$ cat config.mk
export PLATFORM = sky130hd
export DESIGN_NAME = pwr_i2c_cmd_engine
export DESIGN_NICKNAME = d
export VERILOG_FILES = /design/src/rtl/pwr_i2c_pkg.sv /design/src/rtl/pwr_i2c_sync.sv /design/src/rtl/pwr_i2c_phase_timer.sv /design/src/rtl/pwr_i2c_regs.sv /design/src/rtl/pwr_i2c_bit_engine.sv /design/src/rtl/pwr_i2c_cmd_engine.sv
export SDC_FILE = /design/constraint.sdc
export NUM_CORES = 1
export LEC_CHECK = 0
export BUFFER_PORTS_ARGS = -buffer_cell sky130_fd_sc_hd__buf_4
export CORE_ASPECT_RATIO = 1.5
export CORE_MARGIN = 5
export CORE_UTILIZATION = 35
export CTS_CLUSTER_DIAMETER = 40
export DETAILED_ROUTE_END_ITERATION = 16
export SYNTH_ARGS = -nofsm -noshare
export SYNTH_HDL_FRONTEND = slang
export SYNTH_SLANG_ARGS = --single-unit
$ cat constraint.sdc
create_clock -name clk -period 6.1 [get_ports clk]
set_input_delay 0.61 -clock clk [delete_from_list [all_inputs] [get_ports clk]]
set_output_delay 0.61 -clock clk [all_outputs]
set_load 0.01 [all_outputs]
$ cat src/rtl/pwr_i2c_pkg.sv
package pwr_i2c_pkg;

  localparam int CNT_W     = 8;          // width of a programmed SCL phase count
  localparam int LEN_W     = CNT_W + 1;  // width of a phase length incl. offset
  localparam int HI_EXTRA  = 5;          // fixed extra clocks in every high phase
  localparam int LO_EXTRA  = 7;          // fixed extra clocks in every low phase
  localparam int NUM_BYTES = 3;          // address, register, data
  localparam int ACK_SLOT  = 8;          // bit index of the acknowledge clock
  localparam int BIT_W     = $clog2(ACK_SLOT + 1);
  localparam int BYTE_W    = $clog2(NUM_BYTES);
  localparam int START_BIT = 24;         // start flag position in the command word
  localparam logic [31:0] MODE_KEEP = 32'h0000_005B;

  typedef logic [LEN_W-1:0] len_t;

  typedef enum logic [2:0] {
    ST_IDLE,
    ST_START,
    ST_BIT_L,
    ST_BIT_H,
    ST_STOP_L,
    ST_STOP_H
  } bus_state_e;

  typedef struct packed {
    logic [7:0] data;
    logic [7:0] reg_addr;
    logic [6:0] target;
  } cmd_t;

  function automatic len_t high_len(input logic [CNT_W-1:0] c);
    return len_t'(c) + len_t'(HI_EXTRA);
  endfunction

  function automatic len_t low_len(input logic [CNT_W-1:0] c);
    return len_t'(c) + len_t'(LO_EXTRA);
  endfunction

  function automatic logic [7:0] frame_byte(input cmd_t c, input logic [BYTE_W-1:0] idx);
    case (idx)
      BYTE_W'(0): return {c.target, 1'b0};
      BYTE_W'(1): return c.reg_addr;
      default:    return c.data;
    endcase
  endfunction

endpackage

$ cat src/rtl/pwr_i2c_sync.sv
module pwr_i2c_sync #(
  parameter int STAGES = 2
) (
  input  logic clk,
  input  logic rst_n,
  input  logic d,
  output logic q
);
  logic [STAGES-1:0] ff;

  generate
    if (STAGES == 1) begin : g_one
      always_ff @(posedge clk or negedge rst_n) begin
        if (!rst_n) ff <= '1;
        else        ff <= d;
      end
    end else begin : g_chain
      always_ff @(posedge clk or negedge rst_n) begin
        if (!rst_n) ff <= '1;
        else        ff <= {ff[STAGES-2:0], d};
      end
    end
  endgenerate

  assign q = ff[STAGES-1];
endmodule

$ cat src/rtl/pwr_i2c_phase_timer.sv
module pwr_i2c_phase_timer
  import pwr_i2c_pkg::*;
(
  input  logic clk,
  input  logic rst_n,
  input  logic restart,
  input  len_t len,
  output logic phase_end
);
  len_t cnt;

  // ">=" keeps a phase finite if the count is lowered mid-phase
  assign phase_end = (cnt >= (len - len_t'(1)));

  always_ff @(posedge clk or negedge rst_n) begin
    if (!rst_n)       cnt <= '0;
    else if (restart) cnt <= '0;
    else              cnt <= cnt + len_t'(1);
  end
endmodule

$ cat src/rtl/pwr_i2c_regs.sv
module pwr_i2c_regs
  import pwr_i2c_pkg::*;
#(
  parameter logic [CNT_W-1:0] RST_HI = 8'd15,
  parameter logic [CNT_W-1:0] RST_LO = 8'd25
) (
  input  logic             clk,
  input  logic             rst_n,
  input  logic             reg_we,
  input  logic [1:0]       reg_idx,
  input  logic [31:0]      reg_wdata,
  output logic [31:0]      reg_rdata,
  input  logic             done,
  input  logic             nack_evt,
  output cmd_t             cmd,
  output logic [CNT_W-1:0] hi_cnt,
  output logic [CNT_W-1:0] lo_cnt,
  output logic             valid,
  output logic             err,
  output logic             launch
);
  localparam logic [31:0] CLK_RESET = {16'h0000, RST_LO, RST_HI};

  logic [31:0] clk_word;
  logic [31:0] mode_word;
  logic        cmd_wr;

  assign cmd_wr = reg_we && (reg_idx == 2'd0) && !valid;
  assign launch = cmd_wr && reg_wdata[START_BIT];
  assign hi_cnt = clk_word[CNT_W-1:0];
  assign lo_cnt = clk_word[2*CNT_W-1:CNT_W];

  always_ff @(posedge clk or negedge rst_n) begin
    if (!rst_n) begin
      cmd       <= '0;
      valid     <= 1'b0;
      err       <= 1'b0;
      clk_word  <= CLK_RESET;
      mode_word <= '0;
    end else begin
      if (cmd_wr) begin
        cmd.target   <= reg_wdata[6:0];
        cmd.reg_addr <= reg_wdata[15:8];
        cmd.data     <= reg_wdata[23:16];
      end
      if (launch)      valid <= 1'b1;
      else if (done)   valid <= 1'b0;
      if (launch)        err <= 1'b0;
      else if (nack_evt) err <= 1'b1;
      if (reg_we && reg_idx == 2'd1) clk_word  <= reg_wdata;
      if (reg_we && reg_idx == 2'd2) mode_word <= reg_wdata & MODE_KEEP;
    end
  end

  always_comb begin
    case (reg_idx)
      2'd0:    reg_rdata = {6'b0, err, valid, cmd.data, cmd.reg_addr, 1'b0, cmd.target};
      2'd1:    reg_rdata = clk_word;
      2'd2:    reg_rdata = mode_word;
      default: reg_rdata = '0;
    endcase
  end
endmodule

$ cat src/rtl/pwr_i2c_bit_engine.sv
module pwr_i2c_bit_engine
  import pwr_i2c_pkg::*;
(
  input  logic             clk,
  input  logic             rst_n,
  input  logic             launch,
  input  cmd_t             cmd,
  input  logic [CNT_W-1:0] hi_cnt,
  input  logic [CNT_W-1:0] lo_cnt,
  input  logic             sda_in,
  output logic             scl_low,
  output logic             sda_low,
  output logic             done,
  output logic             nack_evt,
  output logic             in_start
);
  bus_state_e        st;
  logic [BIT_W-1:0]  bit_idx;
  logic [BYTE_W-1:0] byte_idx;
  logic [7:0]        shreg;
  logic              sda_q;
  logic              phase_end, advance, low_phase, ack_slot, last_byte, want_low;
  len_t              phase_len;

  assign low_phase = (st == ST_BIT_L) || (st == ST_STOP_L);
  assign phase_len = low_phase ? low_len(lo_cnt) : high_len(hi_cnt);
  assign advance   = phase_end && (st != ST_IDLE);
  assign ack_slot  = (bit_idx == BIT_W'(ACK_SLOT));
  assign last_byte = (byte_idx == BYTE_W'(NUM_BYTES - 1));

  pwr_i2c_phase_timer u_timer (
    .clk       (clk),
    .rst_n     (rst_n),
    .restart   (launch || advance),
    .len       (phase_len),
    .phase_end (phase_end)
  );

  // events brought out for the checker
  assign nack_evt = (st == ST_BIT_H) && advance && ack_slot && sda_in;
  assign done     = (st == ST_STOP_H) && advance;
  assign in_start = (st == ST_START);

  // SDA target per state; registered one clock late so it never moves on an SCL edge
  always_comb begin
    case (st)
      ST_START, ST_STOP_L, ST_STOP_H: want_low = 1'b1;
      ST_BIT_L, ST_BIT_H:             want_low = ack_slot ? 1'b0 : !shreg[7];
      default:                        want_low = 1'b0;
    endcase
  end

  always_ff @(posedge clk or negedge rst_n) begin
    if (!rst_n) begin
      st       <= ST_IDLE;
      bit_idx  <= '0;
      byte_idx <= '0;
      shreg    <= '0;
      sda_q    <= 1'b0;
    end else begin
      sda_q <= want_low;
      case (st)
        ST_IDLE:  if (launch) st <= ST_START;
        ST_START: if (advance) begin
          st       <= ST_BIT_L;
          shreg    <= frame_byte(cmd, BYTE_W'(0));
          bit_idx  <= '0;
          byte_idx <= '0;
        end
        ST_BIT_L: if (advance) st <= ST_BIT_H;
        ST_BIT_H: if (advance) begin
          if (ack_slot) begin
            if (sda_in || last_byte) begin
              st <= ST_STOP_L;
            end else begin
              st       <= ST_BIT_L;
              byte_idx <= byte_idx + BYTE_W'(1);
              shreg    <= frame_byte(cmd, byte_idx + BYTE_W'(1));
              bit_idx  <= '0;
            end
          end else begin
            st      <= ST_BIT_L;
            shreg   <= {shreg[6:0], 1'b0};
            bit_idx <= bit_idx + BIT_W'(1);
          end
        end
        ST_STOP_L: if (advance) st <= ST_STOP_H;
        ST_STOP_H: if (advance) st <= ST_IDLE;
        default:   st <= ST_IDLE;
      endcase
    end
  end

  assign scl_low = low_phase;
  assign sda_low = sda_q;
endmodule

$ cat src/rtl/pwr_i2c_cmd_engine.sv
module pwr_i2c_cmd_engine
  import pwr_i2c_pkg::*;
#(
  parameter logic [CNT_W-1:0] RST_HI      = 8'd15,
  parameter logic [CNT_W-1:0] RST_LO      = 8'd25,
  parameter int               SYNC_STAGES = 2
) (
  input  logic        clk,
  input  logic        rst_n,
  input  logic        reg_we,
  input  logic [1:0]  reg_idx,
  input  logic [31:0] reg_wdata,
  output logic [31:0] reg_rdata,
  output logic        busy,
  output logic        scl_oe,
  output logic        sda_oe,
  input  logic        sda_in
);
  cmd_t             cmd_w;
  logic [CNT_W-1:0] hi_w, lo_w;
  logic             launch_w, done_w, nack_w, err_w, valid_w;
  logic             scl_low_w, sda_low_w, in_start_w, sda_sync_w;

  pwr_i2c_regs #(.RST_HI(RST_HI), .RST_LO(RST_LO)) u_regs (
    .clk       (clk),
    .rst_n     (rst_n),
    .reg_we    (reg_we),
    .reg_idx   (reg_idx),
    .reg_wdata (reg_wdata),
    .reg_rdata (reg_rdata),
    .done      (done_w),
    .nack_evt  (nack_w),
    .cmd       (cmd_w),
    .hi_cnt    (hi_w),
    .lo_cnt    (lo_w),
    .valid     (valid_w),
    .err       (err_w),
    .launch    (launch_w)
  );

  pwr_i2c_sync #(.STAGES(SYNC_STAGES)) u_sda_sync (
    .clk   (clk),
    .rst_n (rst_n),
    .d     (sda_in),
    .q     (sda_sync_w)
  );

  pwr_i2c_bit_engine u_engine (
    .clk      (clk),
    .rst_n    (rst_n),
    .launch   (launch_w),
    .cmd      (cmd_w),
    .hi_cnt   (hi_w),
    .lo_cnt   (lo_w),
    .sda_in   (sda_sync_w),
    .scl_low  (scl_low_w),
    .sda_low  (sda_low_w),
    .done     (done_w),
    .nack_evt (nack_w),
    .in_start (in_start_w)
  );

  assign busy   = valid_w;
  assign scl_oe = scl_low_w;
  assign sda_oe = sda_low_w;
endmodule

==> out/metrics.yaml <==
startpoint_type: "register"
max_freq_mhz: 211
cp-end-kind: "register"
synth-async-reset-ratio: 1.00
final_nets: 629
cts_hold_buf: 0
fin_hold_ws_ns: 0.177
postSynthCellCount: 519
path_class: "reg -> reg"
cts-buffers-inserted: 9
synth_edf_count: 0
synth_top_area_cell: "dfrtp_1"
hpwl_um: 10500
coreArea_um2: 15100
chipHeight_um: 162
utilization: 0.420
grt_pass1_wl_um: 23000
setup_tns_ns: 0
antenna_cells: 0
yosysTopAreaCellShare: 0.381
finalMaxSlewViolations: 0
setup_viol: 0
worst_hold_path_type: "in -> async"
avgSynthCellArea_um2: 10.4
required_ns: 6.34
cts_tree: "yes"
r2r_slack_ns: 1.37
ys_ff_latch: 91
arrival_ns: 4.97
io_buffers: 72
layout_common_cells: "dfrtp_1 (82), buf_4 (75), mux2_2 (69)"
met2RoutedLength_um: 7320
place.gp.congestion: 0.843
slowest_stage: "a21oi_2"
postCtsSetupRepairBufs: 0
routedWlPerCell_um: 18.0
maxCapViolations: 0
worst_path_largest_cell_delay_ns: 0.61
cp_top_family: "compound AO/OA/AOI/OAI gates"
worst_pin_slew_ns: 0.898
initial_core_util: 0.356
crit_start: "u_engine.st[1]"
finalHoldViolCount: 0
vias_per_cell: 5.38
synth_area_um2: 5380
antenna_found_initial: 0
wl_met1_um: 5980
cts_sinks: 91
drc: 0
syn-num-nets: 575
dp_cells: 761
grt_max_degree: 66
clk_path_buf_depth: 2
post-route-min-period_ns: 4.73
setup_slack_ns: 1.37
clock_skew_ns: 0.00768
power-per-cell-area_nw_per_um2: 417
path_buf_inv: 1
synthFlopType: "dfrtp_1"
io_pins: 73
wl_um: 14000
dieArea_um2: 18000
grt_overflow: 0
ys_types: 64
cts.reportedPaths.clkPinSlew_ns: 0.07
ctsResizeCount: 0
yosysWarnings: 0
dp_slack_ns: 1.40
firstDrtPassIters: 4
ir_drop_v: 0.000194
power_leakage_nw: 2.78
maxSlewHeadroom: 0.399
final_cells: 777
row_count: 55
via_count: 4179
maxUsedRoutingLayer: "met4"
track_usage: 0.159
yosysSeqAreaShare: 0.425
synth_area_leaders: "dfrtp_1 (38%), mux2_2 (14%), mux2i_1 (4.8%), dfstp_2 (4.4%), ha_1 (4.2%)"
layout_commonest_cell: "dfrtp_1"
clock_latency_ns: 0.35
crit_fanout: 13
htreeDepth: 3
area_delta_synth_final_pct: 18.2
r2r-start: "u_engine.st[1]"
min_period_over_period: 0.776
status: "finished, final reports clean"
die_x_um: 111
ant_nets: 0
cts-root-buf: "clkbuf_16"
grt_pass1_vias: 4366
route.met3.wl_um: 424
drt-initial-drc-count: 174
layout-drive-gt1-share: 0.317
rsz0062_at_grt: "no"
path_cells: "xnor2_1, or2_1, nand2_1, o21ai_0, ha_1, inv_1, or2_2, a311o_1, nand3_1, nand3b_1, ha_1, nand2_1, nor2_1, a41oi_1, a21oi_2, mux2_2"
[layout make-up]
| class | instances | area (um2) |
|---|---|---|
| sequential | 91 | 2290 |
| multi-input combinational | 381 | 2910 |
| inverter | 15 | 56.3 |
| tap | 199 | 249 |
| clock buffer | 9 | 225 |
| timing repair buffer | 75 | 563 |
| fill | 1530 | 8780 |
| clock inverter | 7 | 66.3 |
[cell families (layout without fill, tap and decap cells)]
| kind of cell | after synthesis | in the layout | synth area share |
|---|---|---|---|
| AND/OR/NAND/NOR | 146 | 146 | 0.142 |
| AO/OA/AOI/OAI | 99 | 99 | 0.126 |
| multiplexers | 95 | 95 | 0.193 |
| flip-flops | 91 | 91 | 0.425 |
| buffers and inverters | 47 | 106 | 0.0356 |
| XOR/XNOR | 23 | 23 | 0.0374 |
| adder cells (fa/ha/maj) | 18 | 18 | 0.0418 |
[report_power, final]
part / switching [mW] / leakage (nW) / internal [mW]
Sequential: 0.224 / 1.09 / 0.802
Combinational: 0.573 / 1.54 / 0.499
Clock: 0.267 / 0.138 / 0.287
Total: 1.06 / 2.78 / 1.59
[path summary, 6_finish.rpt]
check | end | cells past startpoint
max | u_engine.shreg[0] | 16
max in group asynchronous | u_regs.clk_word[24] | 2
min reg2reg | u_sda_sync.ff[1] | 0
min in group clk | u_sda_sync.ff[1] | 0
min | u_engine.u_timer.cnt[2] | 1
max reg2reg | u_engine.shreg[0] | 16
[registers in the layout, summed over array words and instances (netlist names)]
register              cells
u_engine.sda_low          1
u_regs.clk_word          32
u_regs.err                1
u_sda_sync.ff             2
u_engine.bit_idx          4
u_engine.st               3
u_engine.shreg            8
u_engine.u_timer.cnt      9
u_engine.byte_idx         2
u_regs.mode_word          5
u_regs.valid              1
u_regs.cmd               23
[cells in the mapped netlist, drive strengths merged (10+ instances only)]
| library cell | count |
|---|---|
| mux2i | 26 |
| nor3 | 22 |
| nor2b | 10 |
| buf | 11 |
| dfrtp | 82 |
| ha | 18 |
| nor2 | 32 |
| clkbuf | 21 |
| nand2 | 31 |
| xor2 | 14 |
| inv | 15 |
| a21oi | 26 |
| o21ai | 28 |
| mux2 | 69 |
[worst register-to-register path, stage by stage, from the launching register on]
cell and delay [ns]:
dfrtp_1 0.52, xnor2_1 0.40, or2_1 0.40, nand2_1 0.09
o21ai_0 0.12, ha_1 0.27, inv_1 0.05, or2_2 0.29
a311o_1 0.36, nand3_1 0.10, nand3b_1 0.10, ha_1 0.31
nand2_1 0.10, nor2_1 0.15, a41oi_1 0.33, a21oi_2 0.61
mux2_2 0.41
[metal layers]
metal | global-route usage | vias to the layer above
met5 | 0 | -
met4 | 0.0642 | 0
met3 | 0.0239 | 17
met2 | 0.285 | 96
met1 | 0.189 | 2077
li1 | - | 1989
[per-stage QoR]
step | cell area, um2 | power (mW)
4_1_cts | 6360 | 2.68
6_report | 6360 | 2.65
2_1_floorplan | 5380 | 1.75
3_3_place_gp | 6070 | 2.07
5_1_grt | 6360 | 2.85
3_5_place_dp | 6070 | 2.12
No activity file was read; power rests on OpenSTA's default activity.
